[src/rtl/lrm_pkg.sv]
package lrm_pkg;
  typedef enum logic [2:0] {
    LM_AUTO    = 3'd0,
    LM_10G     = 3'd1,
    LM_1G_BX   = 3'd2,
    LM_SG_10M  = 3'd3,
    LM_SG_100M = 3'd4,
    LM_SG_1G   = 3'd5,
    LM_SG_AN   = 3'd6
  } line_mode_e;

  localparam logic [7:0] SEQ_AUTO = 8'h01;
  localparam logic [7:0] SEQ_F1G  = 8'h11;
  localparam logic [7:0] SEQ_F10G = 8'h41;

  localparam logic [7:0] SGC_10M  = 8'h01;
  localparam logic [7:0] SGC_AN   = 8'h03;
  localparam logic [7:0] SGC_100M = 8'h05;
  localparam logic [7:0] SGC_1G   = 8'h09;

  function automatic line_mode_e mode_of(input logic [7:0] seq, input logic [7:0] sgc);
    line_mode_e m;
    m = LM_AUTO;
    if (seq == SEQ_F10G) m = LM_10G;
    else if (seq == SEQ_F1G) begin
      case (sgc)
        SGC_10M:  m = LM_SG_10M;
        SGC_100M: m = LM_SG_100M;
        SGC_1G:   m = LM_SG_1G;
        SGC_AN:   m = LM_SG_AN;
        default:  m = LM_1G_BX;
      endcase
    end
    return m;
  endfunction
endpackage

[src/rtl/lrm_wr_decode.sv]
module lrm_wr_decode #(
  parameter int ADDR_W = 10,
  parameter int DATA_W = 32,
  parameter logic [ADDR_W-1:0] SEQ_OFS = 'h0B0,
  parameter logic [ADDR_W-1:0] SGC_OFS = 'h0A4
) (
  input  logic              wr_en,
  input  logic [ADDR_W-1:0] addr,
  input  logic [DATA_W-1:0] wdata,
  output logic              seq_ok,
  output logic              sgc_ok,
  output logic [7:0]        code
);
  import lrm_pkg::*;

  logic hi_clear;

  generate
    if (DATA_W > 8) begin : g_hi
      assign hi_clear = (wdata[DATA_W-1:8] == '0);
    end else begin : g_nohi
      assign hi_clear = 1'b1;
    end
  endgenerate

  assign code = wdata[7:0];

  always_comb begin
    seq_ok = 1'b0;
    sgc_ok = 1'b0;
    if (wr_en && hi_clear) begin
      if (addr == SEQ_OFS)
        seq_ok = (code == SEQ_AUTO) || (code == SEQ_F1G) || (code == SEQ_F10G);
      if (addr == SGC_OFS)
        sgc_ok = (code == SGC_10M) || (code == SGC_AN) ||
                 (code == SGC_100M) || (code == SGC_1G);
    end
  end
endmodule

[src/rtl/lrm_mode_state.sv]
module lrm_mode_state (
  input  logic                clk,
  input  logic                rst,
  input  logic                seq_ok,
  input  logic                sgc_ok,
  input  logic [7:0]          code,
  output logic [7:0]          seq_q,
  output logic [7:0]          sgc_q,
  output lrm_pkg::line_mode_e eff_next
);
  import lrm_pkg::*;

  logic [7:0] seq_d, sgc_d;

  always_comb begin
    seq_d = seq_q;
    sgc_d = sgc_q;
    if (seq_ok) begin
      seq_d = code;
      if (code != SEQ_F1G) sgc_d = 8'h00;
    end else if (sgc_ok) begin
      sgc_d = code;
    end
    eff_next = mode_of(seq_d, sgc_d);
  end

  always_ff @(posedge clk) begin
    if (rst) begin
      seq_q <= SEQ_AUTO;
      sgc_q <= 8'h00;
    end else begin
      seq_q <= seq_d;
      sgc_q <= sgc_d;
    end
  end
endmodule

[src/rtl/lrm_reconf_hs.sv]
module lrm_reconf_hs (
  input  logic                clk,
  input  logic                rst,
  input  lrm_pkg::line_mode_e eff_next,
  input  logic                ack,
  output lrm_pkg::line_mode_e mode_q,
  output logic                req_q
);
  import lrm_pkg::*;

  logic changed;
  assign changed = (eff_next != mode_q);

  always_ff @(posedge clk) begin
    if (rst) begin
      mode_q <= LM_AUTO;
      req_q  <= 1'b0;
    end else begin
      mode_q <= eff_next;
      if (changed)  req_q <= 1'b1;
      else if (ack) req_q <= 1'b0;
    end
  end
endmodule

[src/rtl/lrm_rd_port.sv]
module lrm_rd_port #(
  parameter int ADDR_W = 10,
  parameter int DATA_W = 32,
  parameter logic [ADDR_W-1:0] SEQ_OFS  = 'h0B0,
  parameter logic [ADDR_W-1:0] SGC_OFS  = 'h0A4,
  parameter logic [ADDR_W-1:0] LINK_OFS = 'h0B1
) (
  input  logic              clk,
  input  logic              rst,
  input  logic              rd_en,
  input  logic [ADDR_W-1:0] addr,
  input  logic [7:0]        seq_q,
  input  logic [7:0]        sgc_q,
  input  logic              link_up,
  output logic [DATA_W-1:0] rdata,
  output logic              rd_valid
);
  localparam int PADW = DATA_W - 8;

  logic [DATA_W-1:0] sel;

  always_comb begin
    sel = '0;
    if (addr == SEQ_OFS)       sel = {{PADW{1'b0}}, seq_q};
    else if (addr == SGC_OFS)  sel = {{PADW{1'b0}}, sgc_q};
    else if (addr == LINK_OFS) sel = {{(DATA_W-1){1'b0}}, link_up};
  end

  always_ff @(posedge clk) begin
    if (rst) begin
      rdata    <= '0;
      rd_valid <= 1'b0;
    end else begin
      rd_valid <= rd_en;
      if (rd_en) rdata <= sel;
    end
  end
endmodule

[src/rtl/lrm_line_mode_ctl.sv]
module lrm_line_mode_ctl #(
  parameter int ADDR_W = 10,
  parameter int DATA_W = 32,
  parameter logic [ADDR_W-1:0] SEQ_OFS  = 'h0B0,
  parameter logic [ADDR_W-1:0] SGC_OFS  = 'h0A4,
  parameter logic [ADDR_W-1:0] LINK_OFS = 'h0B1
) (
  input  logic              clk,
  input  logic              rst,
  input  logic              wr_en,
  input  logic              rd_en,
  input  logic [ADDR_W-1:0] addr,
  input  logic [DATA_W-1:0] wdata,
  output logic [DATA_W-1:0] rdata,
  output logic              rd_valid,
  output logic [2:0]        mode_code,
  output logic              reconf_req,
  input  logic              reconf_ack
);
  import lrm_pkg::*;

  logic       seq_ok, sgc_ok;
  logic [7:0] code, seq_q, sgc_q;
  line_mode_e eff_next, mode_q;

  lrm_wr_decode #(
    .ADDR_W(ADDR_W), .DATA_W(DATA_W), .SEQ_OFS(SEQ_OFS), .SGC_OFS(SGC_OFS)
  ) u_dec (
    .wr_en(wr_en), .addr(addr), .wdata(wdata),
    .seq_ok(seq_ok), .sgc_ok(sgc_ok), .code(code)
  );

  lrm_mode_state u_state (
    .clk(clk), .rst(rst), .seq_ok(seq_ok), .sgc_ok(sgc_ok), .code(code),
    .seq_q(seq_q), .sgc_q(sgc_q), .eff_next(eff_next)
  );

  lrm_reconf_hs u_hs (
    .clk(clk), .rst(rst), .eff_next(eff_next), .ack(reconf_ack),
    .mode_q(mode_q), .req_q(reconf_req)
  );

  lrm_rd_port #(
    .ADDR_W(ADDR_W), .DATA_W(DATA_W),
    .SEQ_OFS(SEQ_OFS), .SGC_OFS(SGC_OFS), .LINK_OFS(LINK_OFS)
  ) u_rd (
    .clk(clk), .rst(rst), .rd_en(rd_en), .addr(addr),
    .seq_q(seq_q), .sgc_q(sgc_q), .link_up(!reconf_req),
    .rdata(rdata), .rd_valid(rd_valid)
  );

  assign mode_code = mode_q;
endmodule

[config.mk]
export PLATFORM = sky130hd
export DESIGN_NAME = lrm_line_mode_ctl
export DESIGN_NICKNAME = d
export VERILOG_FILES = /design/src/rtl/lrm_pkg.sv /design/src/rtl/lrm_wr_decode.sv /design/src/rtl/lrm_mode_state.sv /design/src/rtl/lrm_reconf_hs.sv /design/src/rtl/lrm_rd_port.sv /design/src/rtl/lrm_line_mode_ctl.sv
export SDC_FILE = /design/constraint.sdc
export NUM_CORES = 1
export LEC_CHECK = 0
export ABC_CLOCK_PERIOD_IN_PS = 3900
export BUFFER_PORTS_ARGS = -buffer_cell sky130_fd_sc_hd__buf_2
export CAP_MARGIN = 20
export CORE_AREA = 2 2 73 58
export DETAILED_ROUTE_END_ITERATION = 16
export DIE_AREA = 0 0 75 60
export PLACE_DENSITY_LB_ADDON = 0.2
export SLEW_MARGIN = 20
export SYNTH_ARGS = -nofsm -noshare
export SYNTH_HDL_FRONTEND = slang
export SYNTH_SLANG_ARGS = --single-unit
[constraint.sdc]
create_clock -name clk -period 3.9 [get_ports clk]
set_input_delay 0.585 -clock clk [delete_from_list [all_inputs] [get_ports clk]]
set_output_delay 0.585 -clock clk [all_outputs]
set_load 0.02 [all_outputs]
==> flow_summary.rst <==
.. list-table::
   :header-rows: 1

   * - Metric
     - Value
   * - Tightest slew margin relative to the limit
     - 66.8%
   * - Setup slack of the worst register-to-register path
     - 1.41 ns
   * - Placed cell count
     - 309
   * - First-pass GRT wire length
     - 6530 microns
   * - Clock sink count
     - 29
   * - Routability congestion estimate from global placement
     - 0.847
   * - Total Routed Length
     - 3960 microns
   * - Outcome
     - finished clean
   * - Top cell type by total area after synthesis
     - dfxtp_1
   * - Vias
     - 1566
   * - Ranking of synthesized cells by instance count
     - dfxtp_1 (29), buf_4 (24), nor2_1 (17)
   * - RSZ-0062 raised after global routing
     - no
   * - Cell depth of the worst min-delay path
     - 1
   * - Number of nets in the layout
     - 308
   * - Reg2reg end
     - u_hs.req_q$_SDFFE_PP0P_
   * - Startpoint types
     - input pin
   * - Slew at the pin closest to its max-slew limit
     - 0.494 ns
   * - Number of unique standard cell types used by synthesis
     - 54
   * - Launch point of the critical path
     - addr[1]
   * - Power per unit of standard cell area
     - 291 mW/mm^2
   * - Met3 Track Usage GR
     - 5.06%
   * - Number of setup violations in the final report
     - 0
   * - Number of primary I/O pins
     - 84
   * - Avg Inst Size Synth
     - 8.98 sq um
   * - Number of flops mapped to enable cells by yosys
     - 0
   * - Fin crit period
     - 2.89 ns
   * - Total number of placement rows
     - 20
   * - Area growth syn-to-layout
     - 17.9%
   * - Largest net degree at the start of global routing
     - 23
   * - Crit end category
     - flop
   * - Share of cells above drive strength 1
     - 34.4%
   * - Cell Chain, Critical Path
     - buf_2 > nor4b_2 > nand3_1 > nor4_4 > mux2i_1 > o211ai_2 > and2_2 > nor4_2 > a41oi_1
   * - Post-Layout Cell Count
     - 317
   * - Area of the core
     - 0.00383 sq mm
   * - Leakage
     - 0.881 nW
   * - Vias per inst
     - 4.94
   * - Post-cts hold buffer count
     - 0
   * - DP Wirelength
     - 3170 microns
   * - Antenna diodes
     - 0
   * - Mapped cell area
     - 0.00181 sq mm
   * - Critical path destination
     - u_hs.req_q$_SDFFE_PP0P_
   * - Final-layout setup total negative slack
     - 0 ns
   * - Met1 Usage GRT
     - 28.1%
   * - Top_reg_cell synth
     - dfxtp_1
   * - Clock network latency to the later pin of the worst-skew pair
     - 0.28 ns
   * - Number of buffers inserted by port buffering
     - 59
   * - Setup Fix Bufs, Post-CTS
     - 0
   * - Number of warnings printed during yosys synthesis
     - 0
   * - Average detailed-routed wire length per instance
     - 12.5 microns
   * - Register-to-Register Path Depth
     - 8
   * - Post-route DRC violation count
     - 0
   * - Max-slew violation count
     - 0
   * - H-tree lvl count
     - 2
   * - Setup CP Type
     - in -> reg
   * - Crit. path cell count
     - 9
   * - Die Width
     - 75 microns
   * - Number of antenna-violating nets in the routed design
     - 0
   * - Worst EP arrival
     - 3.03 ns
   * - Via count of the first global-routing pass
     - 1425
   * - Fraction of met2 tracks used by global routing
     - 28.3%
   * - VDD IR max
     - 0.225 mV
   * - Worst-case clock skew
     - 0.00104 ns
   * - Startpoint of the worst-slack reg-to-reg timing path
     - u_state.seq_q[1]$_SDFF_PP0_
   * - Kind of path behind the tightest hold check
     - reg -> reg
   * - Crit path required time
     - 4.05 ns
   * - Total die area
     - 0.00450 sq mm
   * - Number of register bits inferred by synthesis
     - 29
   * - Antenna violations before repair
     - 0
   * - Max cap viols
     - 0
   * - Fin crit share
     - 74.0%
   * - Clock tree from TritonCTS
     - done
   * - Worst Hold Launch
     - u_state.seq_q[0]$_SDFF_PP1_
   * - Number of iterations in the first detailed-routing pass
     - 4
   * - Overflow after GRT
     - 0
   * - Maximum fanout along the worst path
     - 6
   * - Largest buffer count on any clock path
     - 2
   * - Seq/Total Area, Yosys
     - 32.0%
   * - GRT Overall Usage
     - 19.4%
   * - Number of failing hold endpoints at the final stage
     - 0
   * - Synth top area share
     - 32.0%
   * - Number of buffers added by the clock tree synthesis step
     - 5
   * - Most frequent cell after synthesis
     - dfxtp_1
   * - Number of gates resized after cts
     - 0
   * - Largest delay contributor family on the critical path
     - simple AND/OR/NAND/NOR gates
   * - Clock tree root driver cell
     - clkbuf_8
   * - Clock transition at path regs
     - 0.06 ns
   * - Busiest layer in global routing
     - met2
   * - Initial standard-cell utilization of the core
     - 47.4%
   * - Instance count of the mapped netlist
     - 202
   * - Buffers and inverters on the worst path
     - 1
   * - Iteration-0 DRC Markers
     - 61
   * - Highest clock rate
     - 346 MHz
   * - Worst stage delay on the critical path
     - 0.51 ns
   * - Library cell contributing the largest single delay on the critical path
     - nor4_4
   * - Top cells by area, synth
     - dfxtp_1 (32%), buf_4 (9.9%), and2_1 (3.8%)
   * - Filler cell count in the final layout
     - 395
   * - Async set or reset register ratio after synthesis
     - 0%
   * - Vertical die dimension
     - 60 microns
==> report_power, final <==
part           switching (mW)  leakage [nW]  internal [mW]
clock                   0.113        0.0450          0.123
combinational          0.0546         0.601         0.0295
sequential            0.00158         0.235          0.300
total                   0.169         0.881          0.453
==> stage by stage <==
stage	power [mW]	setup WS (ns)	hold slack (ns)	utilization [%]	cell area, sq um
finish	0.622	1.01	0.474	55.9	2140
global route	0.652	0.731	0.495	55.9	2140
CTS	0.626	1.01	0.475	55.9	2140
detailed placement	0.392	0.733	0.459	53.7	2060
global placement	0.391	0.832	0.453	53.7	2060
floorplan	0.375	1.09	0.431	-	1900
==> area by class of cell <==
class	count	area [sq um]	share of cell area, %
Timing Repair Buffer	59	295	13.8
Clock inverter	2	10.0	0.468
Inverter	4	15.0	0.702
Multi-Input combinational cell	162	1100	51.3
Sequential cell	29	581	27.1
Clock buffer	6	72.6	3.39
Tap cell	55	68.8	3.22
==> per-layer routing <==
metal,wire length [microns],vias to the layer above
met5,0,-
met4,36,0
met3,162,4
met2,1710,32
met1,2050,717
li1,-,813
==> kinds of logic after synthesis <==
| group | count (synthesis) | share of synthesized area, % |
|---|---|---|
| AO/OA/AOI/OAI | 45 | 19.6 |
| XOR/XNOR | 2 | 0.966 |
| buffers and inverters | 34 | 12.3 |
| flip-flops | 29 | 32.0 |
| multiplexers | 4 | 2.21 |
| other | 1 | 0.207 |
| AND/OR/NAND/NOR | 87 | 32.8 |
==> sequential cells by signal, indices dropped and copies added, names as in the netlist <==
register       count
u_hs.mode_q        3
u_hs.req_q         1
u_rd.rd_valid      1
u_rd.rdata         8
u_state.seq_q      8
u_state.sgc_q      8
==> worst min-delay path by stage <==
stage,to,slack (ns)
3_5_place_dp,u_state.seq_q[0]$_SDFF_PP1_,0.46
2_1_floorplan,u_state.seq_q[0]$_SDFF_PP1_,0.43
5_1_grt,u_state.seq_q[2]$_SDFF_PP0_,0.49
3_3_place_gp,u_rd.rdata[0]$_SDFFE_PP0P_,0.45
6_report,u_state.seq_q[0]$_SDFF_PP1_,0.47
4_1_cts,u_state.seq_q[0]$_SDFF_PP1_,0.48
==> cell usage in the layout (no fill, tap or decap), drive strengths merged, types with 3 or more instances in the layout <==
cell     n
buf     59
dfxtp   29
conb    24
nor2    17
and2    13
nor4    11
a211oi   9
a22oi    8
nand2    7
a21oi    7
clkbuf   6
nor3     4
mux2i    4
inv      4
nor2b    4
nand3    4
and3     3
nor3b    3
o21ai    3
nand2b   3
o21a     3
or2      3
o211ai   3
nand4    3
nor4b    3
Note: power is estimated with default switching activity, not from simulation.
